$ cat config.mk
export PLATFORM = sky130hd
export DESIGN_NAME = dram_cmd_seq
export DESIGN_NICKNAME = d
export VERILOG_FILES = /design/src/rtl/dcs_pkg.sv /design/src/rtl/dcs_row_table.sv /design/src/rtl/dcs_down_timer.sv /design/src/rtl/dcs_cmd_reg.sv /design/src/rtl/dram_cmd_seq.sv
export SDC_FILE = /design/constraint.sdc
export NUM_CORES = 1
export LEC_CHECK = 0
export ABC_AREA = 0
export CAP_MARGIN = 25
export CORE_AREA = 2 2 173 141
export DETAILED_ROUTE_END_ITERATION = 12
export DIE_AREA = 0 0 175 143
export MAX_ROUTING_LAYER = met4
export PLACE_DENSITY_LB_ADDON = 0.1
export SYNTH_ARGS = -nofsm -noshare
export SYNTH_HDL_FRONTEND = slang
export SYNTH_SLANG_ARGS = --single-unit
$ cat constraint.sdc
create_clock -name clk -period 2.5 [get_ports clk]
set_clock_uncertainty 0.2 [all_clocks]
set_input_delay 0.25 -clock clk [delete_from_list [all_inputs] [get_ports clk]]
set_output_delay 0.25 -clock clk [all_outputs]
set_load 0.03 [all_outputs]
$ cat src/rtl/dcs_pkg.sv
`timescale 1ns/1ps
package dcs_pkg;

   // {ras_n, cas_n, we_n}; cs_n is always 0 once out of reset
   typedef enum logic [2:0] {
      OP_NOP = 3'b111,
      OP_ACT = 3'b011,
      OP_RD  = 3'b101,
      OP_WR  = 3'b100,
      OP_PRE = 3'b010
   } dcs_op_e;

   typedef enum logic [1:0] {
      ST_IDLE,
      ST_PRE_WAIT,
      ST_ACT_WAIT
   } dcs_state_e;

   function automatic dcs_op_e col_op(input logic is_write);
      return is_write ? OP_WR : OP_RD;
   endfunction

endpackage

$ cat src/rtl/dcs_row_table.sv
`timescale 1ns/1ps
module dcs_row_table #(
   parameter int BANK_W = 3,
   parameter int ROW_W  = 14
) (
   input  logic              clk,
   input  logic              rst_n,
   input  logic [BANK_W-1:0] lk_bank,
   input  logic [ROW_W-1:0]  lk_row,
   output logic              lk_open,
   output logic              lk_hit,
   input  logic [BANK_W-1:0] upd_bank,
   input  logic              close_en,
   input  logic              open_en,
   input  logic [ROW_W-1:0]  open_row
);
   localparam int NBANK = 1 << BANK_W;

   logic [NBANK-1:0]            open_vec;
   logic [NBANK-1:0][ROW_W-1:0] row_vec;

   for (genvar g = 0; g < NBANK; g++) begin : g_bank
      logic             v_q;
      logic [ROW_W-1:0] r_q;
      logic             sel;

      assign sel = (upd_bank == BANK_W'(g));

      always_ff @(posedge clk or negedge rst_n) begin
         if (!rst_n) begin
            v_q <= 1'b0;
            r_q <= '0;
         end else if (open_en && sel) begin
            v_q <= 1'b1;
            r_q <= open_row;
         end else if (close_en && sel) begin
            v_q <= 1'b0;
         end
      end

      assign open_vec[g] = v_q;
      assign row_vec[g]  = r_q;
   end

   assign lk_open = open_vec[lk_bank];
   assign lk_hit  = lk_open && (row_vec[lk_bank] == lk_row);

endmodule

$ cat src/rtl/dcs_down_timer.sv
`timescale 1ns/1ps
module dcs_down_timer #(
   parameter int W = 2
) (
   input  logic         clk,
   input  logic         rst_n,
   input  logic         load,
   input  logic [W-1:0] load_val,
   output logic         zero
);
   logic [W-1:0] cnt_q;

   always_ff @(posedge clk or negedge rst_n) begin
      if (!rst_n)
         cnt_q <= '0;
      else if (load)
         cnt_q <= load_val;
      else if (cnt_q != '0)
         cnt_q <= cnt_q - W'(1);
   end

   assign zero = (cnt_q == '0);

endmodule

$ cat src/rtl/dcs_cmd_reg.sv
`timescale 1ns/1ps
module dcs_cmd_reg
   import dcs_pkg::*;
#(
   parameter int BANK_W = 3,
   parameter int ADDR_W = 14
) (
   input  logic              clk,
   input  logic              rst_n,
   input  dcs_op_e           op_d,
   input  logic [BANK_W-1:0] ba_d,
   input  logic [ADDR_W-1:0] addr_d,
   output logic              cs_n,
   output logic              ras_n,
   output logic              cas_n,
   output logic              we_n,
   output logic [BANK_W-1:0] ba,
   output logic [ADDR_W-1:0] addr
);
   dcs_op_e op_q;

   always_ff @(posedge clk or negedge rst_n) begin
      if (!rst_n) begin
         op_q <= OP_NOP;
         ba   <= '0;
         addr <= '0;
      end else begin
         op_q <= op_d;
         ba   <= ba_d;
         addr <= addr_d;
      end
   end

   assign cs_n                 = 1'b0;
   assign {ras_n, cas_n, we_n} = op_q;

endmodule

$ cat src/rtl/dram_cmd_seq.sv
`timescale 1ns/1ps
module dram_cmd_seq
   import dcs_pkg::*;
#(
   parameter int BANK_W = 3,
   parameter int ROW_W  = 14,
   parameter int COL_W  = 10,
   parameter int T_RCD  = 3,
   parameter int T_RP   = 3
) (
   input  logic                                    clk,
   input  logic                                    rst_n,
   input  logic                                    req_valid,
   output logic                                    req_ready,
   input  logic                                    req_write,
   input  logic [BANK_W-1:0]                       req_bank,
   input  logic [ROW_W-1:0]                        req_row,
   input  logic [COL_W-1:0]                        req_col,
   input  logic                                    cfg_burst8,
   output logic                                    dram_cs_n,
   output logic                                    dram_ras_n,
   output logic                                    dram_cas_n,
   output logic                                    dram_we_n,
   output logic [BANK_W-1:0]                       dram_ba,
   output logic [((ROW_W > COL_W) ? ROW_W : COL_W)-1:0] dram_addr
);
   localparam int ADDR_W    = (ROW_W > COL_W) ? ROW_W : COL_W;
   localparam int BL_SHORT  = 4;
   localparam int BL_LONG   = 8;
   localparam int GAP_SHORT = BL_SHORT / 2 - 1;
   localparam int GAP_LONG  = BL_LONG / 2 - 1;
   localparam int WAIT_MAX0 = (T_RP > T_RCD) ? T_RP : T_RCD;
   localparam int WAIT_MAX  = (WAIT_MAX0 > GAP_LONG) ? WAIT_MAX0 : GAP_LONG;
   localparam int TMR_W     = $clog2(WAIT_MAX + 1);

   localparam logic [TMR_W-1:0] GAP_S_V = TMR_W'(GAP_SHORT);
   localparam logic [TMR_W-1:0] GAP_L_V = TMR_W'(GAP_LONG);
   localparam logic [TMR_W-1:0] RP_V    = TMR_W'(T_RP - 1);
   localparam logic [TMR_W-1:0] RCD_V   = TMR_W'(T_RCD - 1);

   if (T_RCD < 1) begin : g_bad_rcd
      $error("T_RCD must be at least 1");
   end
   if (T_RP < 1) begin : g_bad_rp
      $error("T_RP must be at least 1");
   end
   if (BANK_W < 1 || ROW_W < 1 || COL_W < 1) begin : g_bad_w
      $error("address widths must be positive");
   end

   dcs_state_e state_q, state_d;

   logic              lt_write;
   logic              lt_b8;
   logic [BANK_W-1:0] lt_bank;
   logic [ROW_W-1:0]  lt_row;
   logic [COL_W-1:0]  lt_col;

   logic              accept;
   logic              lk_open, lk_hit;
   logic [BANK_W-1:0] tbl_bank;
   logic [ROW_W-1:0]  tbl_row;
   logic              close_en, open_en;

   logic              wt_load, wt_zero;
   logic [TMR_W-1:0]  wt_val;
   logic              gp_load, gp_zero;
   logic [TMR_W-1:0]  gp_val;

   dcs_op_e           op_d;
   logic [BANK_W-1:0] ba_d;
   logic [ADDR_W-1:0] addr_d;

   assign req_ready = (state_q == ST_IDLE) && gp_zero;
   assign accept    = req_valid && req_ready;

   dcs_row_table #(
      .BANK_W (BANK_W),
      .ROW_W  (ROW_W)
   ) rows_i (
      .clk      (clk),
      .rst_n    (rst_n),
      .lk_bank  (req_bank),
      .lk_row   (req_row),
      .lk_open  (lk_open),
      .lk_hit   (lk_hit),
      .upd_bank (tbl_bank),
      .close_en (close_en),
      .open_en  (open_en),
      .open_row (tbl_row)
   );

   dcs_down_timer #(.W(TMR_W)) wait_tmr_i (
      .clk      (clk),
      .rst_n    (rst_n),
      .load     (wt_load),
      .load_val (wt_val),
      .zero     (wt_zero)
   );

   dcs_down_timer #(.W(TMR_W)) gap_tmr_i (
      .clk      (clk),
      .rst_n    (rst_n),
      .load     (gp_load),
      .load_val (gp_val),
      .zero     (gp_zero)
   );

   always_ff @(posedge clk or negedge rst_n) begin
      if (!rst_n) begin
         state_q  <= ST_IDLE;
         lt_write <= 1'b0;
         lt_b8    <= 1'b0;
         lt_bank  <= '0;
         lt_row   <= '0;
         lt_col   <= '0;
      end else begin
         state_q <= state_d;
         if (accept) begin
            lt_write <= req_write;
            lt_b8    <= cfg_burst8;
            lt_bank  <= req_bank;
            lt_row   <= req_row;
            lt_col   <= req_col;
         end
      end
   end

   always_comb begin
      state_d  = state_q;
      op_d     = OP_NOP;
      ba_d     = '0;
      addr_d   = '0;
      wt_load  = 1'b0;
      wt_val   = '0;
      gp_load  = 1'b0;
      gp_val   = '0;
      close_en = 1'b0;
      open_en  = 1'b0;
      tbl_bank = lt_bank;
      tbl_row  = lt_row;
      unique case (state_q)
         ST_IDLE: begin
            if (accept) begin
               tbl_bank = req_bank;
               tbl_row  = req_row;
               ba_d     = req_bank;
               if (lk_hit) begin
                  op_d    = col_op(req_write);
                  addr_d  = ADDR_W'(req_col);
                  gp_load = 1'b1;
                  gp_val  = cfg_burst8 ? GAP_L_V : GAP_S_V;
               end else if (lk_open) begin
                  op_d     = OP_PRE;
                  close_en = 1'b1;
                  wt_load  = 1'b1;
                  wt_val   = RP_V;
                  state_d  = ST_PRE_WAIT;
               end else begin
                  op_d    = OP_ACT;
                  addr_d  = ADDR_W'(req_row);
                  open_en = 1'b1;
                  wt_load = 1'b1;
                  wt_val  = RCD_V;
                  state_d = ST_ACT_WAIT;
               end
            end
         end
         ST_PRE_WAIT: begin
            if (wt_zero) begin
               op_d    = OP_ACT;
               ba_d    = lt_bank;
               addr_d  = ADDR_W'(lt_row);
               open_en = 1'b1;
               wt_load = 1'b1;
               wt_val  = RCD_V;
               state_d = ST_ACT_WAIT;
            end
         end
         ST_ACT_WAIT: begin
            if (wt_zero) begin
               op_d    = col_op(lt_write);
               ba_d    = lt_bank;
               addr_d  = ADDR_W'(lt_col);
               gp_load = 1'b1;
               gp_val  = lt_b8 ? GAP_L_V : GAP_S_V;
               state_d = ST_IDLE;
            end
         end
         default: state_d = ST_IDLE;
      endcase
   end

   dcs_cmd_reg #(
      .BANK_W (BANK_W),
      .ADDR_W (ADDR_W)
   ) cmd_i (
      .clk    (clk),
      .rst_n  (rst_n),
      .op_d   (op_d),
      .ba_d   (ba_d),
      .addr_d (addr_d),
      .cs_n   (dram_cs_n),
      .ras_n  (dram_ras_n),
      .cas_n  (dram_cas_n),
      .we_n   (dram_we_n),
      .ba     (dram_ba),
      .addr   (dram_addr)
   );

endmodule

==> flow_metrics.env, run 1 <==
export IMPL_outcome="finished with violations"
export IMPL_violations="setup timing"
export IMPL_timing_rr_end="gap_tmr_i.cnt_q[1]"
export IMPL_drive_gt1_frac=0.223
export IMPL_layout_common_cells="dfrtp_1, nor2_1, nand2_1"
export IMPL_antenna_cells=0
export IMPL_placedInstanceArea_um2=9480
export IMPL_timing_critical_path_max_delay_family="multiplexers"
export IMPL_dp_hpwl_mm=15.4
export IMPL_critPathArrivalTime_ps=2780
export IMPL_boundaryPins=54
export IMPL_tritoncts_num_sinks=175
export IMPL_final_seq_area_um2=4380
export IMPL_synth_mux_area_fraction=0.126
export IMPL_finalHoldViolations=0
export IMPL_fin_crit_ps=2670
export IMPL_slew_headroom=0.613
export IMPL_synth_area_per_cell_um2=10.8
export IMPL_fmaxAchievable_mhz=374
export IMPL_min_path_type="input pin to asynchronous set/reset pin"
export IMPL_yosys_warnings=0
export IMPL_drt_first_pass_iters=5
export IMPL_final_max_slew_viol_count=0
export IMPL_via_count=6043
export IMPL_power_share_combinational=0.368
export IMPL_synth_seq_area_share=0.546
export IMPL_worst_r2r_startpoint="rows_i.g_bank[7].r_q[0]"
export IMPL_critPathMaxStageDelay_ps=470
export IMPL_initial_cell_density_of_the_core=0.346
export IMPL_wl_mm=22.5
export IMPL_drc=0
export IMPL_design_die_area_um2=25000
export IMPL_finalCoreUtilization=0.449
export IMPL_cp_data_required_time_ps=2610
export IMPL_worst_slew_pin_slew_ps=581
export IMPL_grtUsageTotal=0.193
export IMPL_setup_worst_path_start_class="register"
export IMPL_rsz_0062_raised_after_global_routing="yes"
export IMPL_async_flop_share=1.00
export IMPL_worstPathBufferInverterCount=2
export IMPL_critical_path_cell_count=9
export IMPL_p_per_area_nw_per_um2=1130
export IMPL_synth_top_family_by_area="compound AO/OA/AOI/OAI gates"
export IMPL_insertion_delay_ps=430
export IMPL_number_of_global_route_vias_before_repair=6175
export IMPL_worstSetupEndpointType="register"
export IMPL_postLayoutCellArea_um2=10400
export IMPL_maxCapViolations=0
export IMPL_number_of_standard_cell_rows_in_the_floorplan=50
export IMPL_finalSetupViolCount=25
export IMPL_tritoncts_num_buffers=17
export IMPL_critPathMaxFanout=3
export IMPL_port_buffers=52
export IMPL_cts_root_buffer_cell="clkbuf_16"
export IMPL_route_detailed_vias_per_inst=5.13
export IMPL_net_sw_frac=0.351
export IMPL_leading_cell_type_in_the_layout_fill_and_taps_excluded="dfrtp_1"
export IMPL_finalNonFillerCells=1178
export IMPL_final_nets=892
export IMPL_vdd_ir_drop_worst_v=0.000627
export IMPL_timing_final_ws_setup_ps=-175
export IMPL_place_ws_ps=-859
export IMPL_global_route_overflow_total=0
export IMPL_cts_tree="done"
export IMPL_post_synth_xor_area_fraction=0.0142
export IMPL_synth_compound_area_frac=0.133
export IMPL_area_delta_synth_final_pct=29.8
export IMPL_htreeDepth=4
export IMPL_static_leakage_power_nw=4.74
export IMPL_placedCellCount=1136
export IMPL_synthesis_instances=745
export IMPL_design_internal_power_mw=7.64
export IMPL_total_power_mw=11.8
export IMPL_core_area_um2=23200
export IMPL_ys_flop_type="dfrtp_1"
export IMPL_synth_net_count=783
export IMPL_synth_fa_ha_area_frac=0.00935
export IMPL_crit_slowest_cell="mux4_2"
export IMPL_finalCritPeriodShare=1.07
export IMPL_final_antenna_net_count=0
export IMPL_worst_reg_to_reg_path_cell_count=9
export IMPL_grt_max_degree=57
export IMPL_synth_simple_gate_area_share=0.126
export IMPL_ys_types=55
export IMPL_netlist_area_um2=8030
export IMPL_die_height_um=143
export IMPL_path_cells="mux4_2 -> mux2i_1 -> buf_4 -> xor2_4 -> nand4_1 -> nor4b_4 -> nand4_2 -> buf_4 -> mux2i_1"
export IMPL_detail_route_iter0_violations=504
export IMPL_clock_power_share=0.233
export IMPL_path_clk_slew_ps=70
export IMPL_die_w_um=175
export IMPL_gpl_final_weighted_congestion=0.833
export IMPL_antenna_found_initial=0
export IMPL_multi_input_logic_area_um2=3490
export IMPL_synth_ff_latch_count=175
export IMPL_filler_cell_count=2166
export IMPL_synth_edff_count=0
export IMPL_critical_path_class="register to register"
export IMPL_route_detailed_wl_per_inst_um=19.1
export IMPL_total_switching_power_mw=4.13
export IMPL_cts_buffer_depth=2
export IMPL_grt_first_pass_wirelength_mm=35.3
export IMPL_r2r_slack_ps=-170
export IMPL_relative_contribution_of_sequential_cells_to_total_power=0.399
worst register-to-register path, cell delays in order, from the launching register on:
cell and delay [ps]:
dfrtp_1 390, mux4_2 470, mux2i_1 180, buf_4 170, xor2_4 170, nand4_1 160
nor4b_4 380, nand4_2 160, buf_4 180, mux2i_1 100
how the worst max path moves through the flow:
stage / start / endpoint / slack, ps
after floorplan: req_bank[0] / state_q[0] / -30
after global placement: req_bank[2] / gap_tmr_i.cnt_q[1] / -890
after detailed placement: req_bank[2] / gap_tmr_i.cnt_q[1] / -860
after CTS: rows_i.g_bank[7].r_q[0] / gap_tmr_i.cnt_q[1] / -170
after global routing: rows_i.g_bank[4].r_q[13] / gap_tmr_i.cnt_q[1] / -280
final: rows_i.g_bank[7].r_q[0] / gap_tmr_i.cnt_q[1] / -170
Yosys cell counts (4+ instances only):
library cell	instances	area [um2]
a21o_1	10	75.1
a21oi_1	80	400
a222oi_1	10	100
a22oi_1	5	37.5
and2_1	13	81.3
buf_1	5	18.8
buf_2	13	65.1
buf_4	4	30.0
clkbuf_1	23	86.3
dfrtp_1	172	4300
ha_1	6	75.1
inv_1	26	97.6
mux2_2	8	90.1
mux2i_1	38	380
mux4_1	12	315
mux4_2	10	225
nand2_1	75	282
nand3_1	16	80.1
nand4_1	7	43.8
nor2_1	79	297
nor2b_1	7	43.8
nor3_1	10	50.1
o21ai_0	62	310
xor2_1	12	105
power groups by stage:
stage               clock (mW)  sequential [mW]  combinational, mW
finish                    2.74             4.70               4.33
detailed placement           0             4.72               4.10
global route              2.95             4.82               4.81
global placement             0             4.66               3.99
CTS                       2.81             4.68               4.32
floorplan                    0             4.68               2.43
metrics by stage:
stage | hold WS, ps | setup TNS [ps]
2_1_floorplan | -246 | -47.1
3_3_place_gp | 72.3 | -69540
3_5_place_dp | 75.5 | -71890
4_1_cts | 193 | -2610
5_1_grt | 213 | -9190
6_report | 169 | -2650
area by class of cell:
class                           instances  area share
Sequential cell                       175       0.421
Multi-Input combinational cell        494       0.335
Timing Repair Buffer                  139       0.139
Clock buffer                           20      0.0429
Tap cell                              312      0.0375
Clock inverter                         11      0.0150
Inverter                               27     0.00973
layer usage:
metal	GRT usage	wire length, um	up-vias
met5	-	0	-
li1	-	-	2837
met3	0.0399	1090	16
met4	0.0447	172	0
met1	0.268	10800	3052
met2	0.293	10500	138
what timing repair did:
item	in CTS	in global routing
buffers inserted	4	4
pin swaps	17	6
gates resized for setup	49	9
endpoints found under the hold margin	53	0
endpoints found under the setup margin	122	114
hold buffers	1	0
cloned	2	0
sequential cells by signal, indices dropped and copies added (netlist names), 3 cells and up:
name	count
lt_bank	3
cmd_i.ba	3
rows_i.g_bank.v_q	8
lt_col	10
lt_row	14
cmd_i.addr	14
rows_i.g_bank.r_q	112
cmd_i.op_q	3
cells by family (layout without fill, tap and decap cells):
family	count (synthesis)	after routing
and+or+nand+nor	221	221
AOI/OAI and AO/OA	185	185
DFF	175	175
buffers and inverters	76	197
muxes	68	68
xor gates and xnor gates	13	13
adders and majority gates	6	6
other	1	1
(Power assumes the default switching activity.)
==> run 2: changes to the inputs <==
--- a/config.mk
+++ b/config.mk
@@ -8,6 +8,7 @@
 export ABC_AREA = 0
 export CAP_MARGIN = 25
 export CORE_AREA = 2 2 173 141
+export CTS_BUF_LIST = sky130_fd_sc_hd__clkbuf_8
 export DETAILED_ROUTE_END_ITERATION = 12
 export DIE_AREA = 0 0 175 143
 export MAX_ROUTING_LAYER = met4
==> flow_metrics.env, run 2 (same netlist as run 1, synthesis figures left out) <==
export IMPL_outcome="finished with violations"
export IMPL_violations="setup timing"
export IMPL_boundaryPins=54
export IMPL_setup_worst_path_start_class="register"
export IMPL_cts_tree="done"
export IMPL_wl_mm=22.3
export IMPL_biggestRegsByFlops="rows_i.g_bank.r_q (112), cmd_i.addr (14), lt_row (14)"
export IMPL_cts_root_buffer_cell="clkbuf_8"
export IMPL_fin_crit_ps=2670
export IMPL_cts_buffer_depth=2
export IMPL_grtUsageTotal=0.192
export IMPL_number_of_standard_cell_rows_in_the_floorplan=50
export IMPL_leading_cell_type_in_the_layout_fill_and_taps_excluded="dfrtp_1"
export IMPL_final_nets=888
export IMPL_grt_first_pass_wirelength_mm=35.1
export IMPL_tritoncts_num_buffers=17
export IMPL_area_delta_synth_final_pct=26.8
export IMPL_path_clk_slew_ps=90
export IMPL_slew_headroom=0.614
export IMPL_drive_gt1_frac=0.216
export IMPL_design_die_area_um2=25000
export IMPL_finalHoldViolations=0
export IMPL_crit_slowest_cell="mux4_2"
export IMPL_cp_data_required_time_ps=2640
export IMPL_total_power_mw=11.0
export IMPL_finalCritPeriodShare=1.07
export IMPL_initial_cell_density_of_the_core=0.346
export IMPL_tritoncts_num_sinks=175
export IMPL_fmaxAchievable_mhz=374
export IMPL_detail_route_iter0_violations=609
export IMPL_vdd_ir_drop_worst_v=0.000489
export IMPL_die_w_um=175
export IMPL_final_seq_area_um2=4380
export IMPL_filler_cell_count=2197
export IMPL_critPathMaxFanout=3
export IMPL_gpl_final_weighted_congestion=0.833
export IMPL_route_detailed_vias_per_inst=5.13
export IMPL_antenna_cells=0
export IMPL_htreeDepth=4
export IMPL_min_path_type="input pin to asynchronous set/reset pin"
export IMPL_placedCellCount=1136
export IMPL_maxCapViolations=0
export IMPL_final_max_slew_viol_count=0
export IMPL_largest_register_ff_count=112
export IMPL_dp_hpwl_mm=15.4
export IMPL_critPathArrivalTime_ps=2810
export IMPL_grt_max_degree=57
export IMPL_critical_path_class="register to register"
export IMPL_core_area_um2=23200
export IMPL_place_ws_ps=-859
export IMPL_global_route_overflow_total=0
export IMPL_worstPathBufferInverterCount=2
export IMPL_static_leakage_power_nw=4.60
export IMPL_critical_path_cell_count=9
export IMPL_port_buffers=52
export IMPL_rsz_0062_raised_after_global_routing="yes"
export IMPL_layout_common_cells="dfrtp_1, nand2_1, nor2_1"
export IMPL_timing_critical_path_max_delay_family="multiplexers"
export IMPL_timing_final_ws_setup_ps=-171
export IMPL_worst_slew_pin_slew_ps=580
export IMPL_final_antenna_net_count=0
export IMPL_finalNonFillerCells=1174
export IMPL_via_count=6025
export IMPL_hold_worst_slack_ps=144
export IMPL_p_per_area_nw_per_um2=1090
export IMPL_critPathMaxStageDelay_ps=470
export IMPL_path_cells="mux4_2 -> mux2i_1 -> buf_4 -> xor2_4 -> nand4_1 -> nor4b_4 -> nand4_2 -> buf_4 -> mux2i_1"
export IMPL_multi_input_logic_area_um2=3490
export IMPL_worst_reg_to_reg_path_cell_count=9
export IMPL_route_detailed_wl_per_inst_um=19.0
export IMPL_drc=0
export IMPL_antenna_found_initial=0
export IMPL_max_flop_register="rows_i.g_bank.r_q"
export IMPL_insertion_delay_ps=460
export IMPL_die_height_um=143
export IMPL_drt_first_pass_iters=6
export IMPL_finalSetupViolCount=24
export IMPL_worstSetupEndpointType="register"
export IMPL_number_of_global_route_vias_before_repair=6115
run 2: metrics by stage:
stage | TNS, ps | util | cell area [um2]
after floorplan | -47.1 | - | 8060
after global placement | -69540 | 0.408 | 9480
after detailed placement | -71890 | 0.408 | 9480
after CTS | -2700 | 0.433 | 10100
after global routing | -9730 | 0.438 | 10200
final | -2530 | 0.438 | 10200
run 2: layout make-up:
type,count,share of cell area
Multi-Input combinational cell,494,0.343
Inverter,27,0.00996
Sequential cell,175,0.431
Clock inverter,13,0.0161
Tap cell,312,0.0384
Timing Repair Buffer,135,0.137
Clock buffer,18,0.0243
run 2: per-layer routing:
| metal | GRT usage | part of all wire |
|---|---|---|
| met5 | - | 0 |
| met2 | 0.292 | 0.46 |
| met3 | 0.0386 | 0.058 |
| met4 | 0.0408 | 0.0067 |
| met1 | 0.266 | 0.47 |
run 2: power breakdown:
group	internal [mW]	leakage, nW	switching [mW]	total (mW)
Sequential	4.03	2.27	0.648	4.68
Combinational	1.97	2.12	2.33	4.30
Clock	1.01	0.205	1.05	2.07
run 2: worst paths after layout:
path / start / endpoint / slack [ps]
worst min-delay path: rst_n / rows_i.g_bank[7].r_q[0] / 140
worst min register to register: rows_i.g_bank[4].r_q[6] / rows_i.g_bank[4].r_q[6] / 280
min in group clk: cfg_burst8 / lt_b8 / 170
worst max register to register: rows_i.g_bank[7].r_q[0] / gap_tmr_i.cnt_q[1] / -170
max in group asynchronous: rst_n / rows_i.g_bank[5].r_q[2] / 1300
worst max-delay path: rows_i.g_bank[7].r_q[0] / gap_tmr_i.cnt_q[1] / -170
run 2: timing repair:
item / CTS / global route
setup endpoints to repair: 62 / 119
gates resized for setup: 35 / 19
hold buffers: 1 / 0
buffers inserted: 2 / 3
hold endpoints to repair: 53 / 0
pin swaps: 18 / 14
cloned: 1 / 0
run 2: worst register-to-register path: stages, from the launching register on:
cell and delay, ps:
dfrtp_1 400, mux4_2 470, mux2i_1 180, buf_4 170
xor2_4 180, nand4_1 160, nor4b_4 370, nand4_2 150
buf_4 180, mux2i_1 100
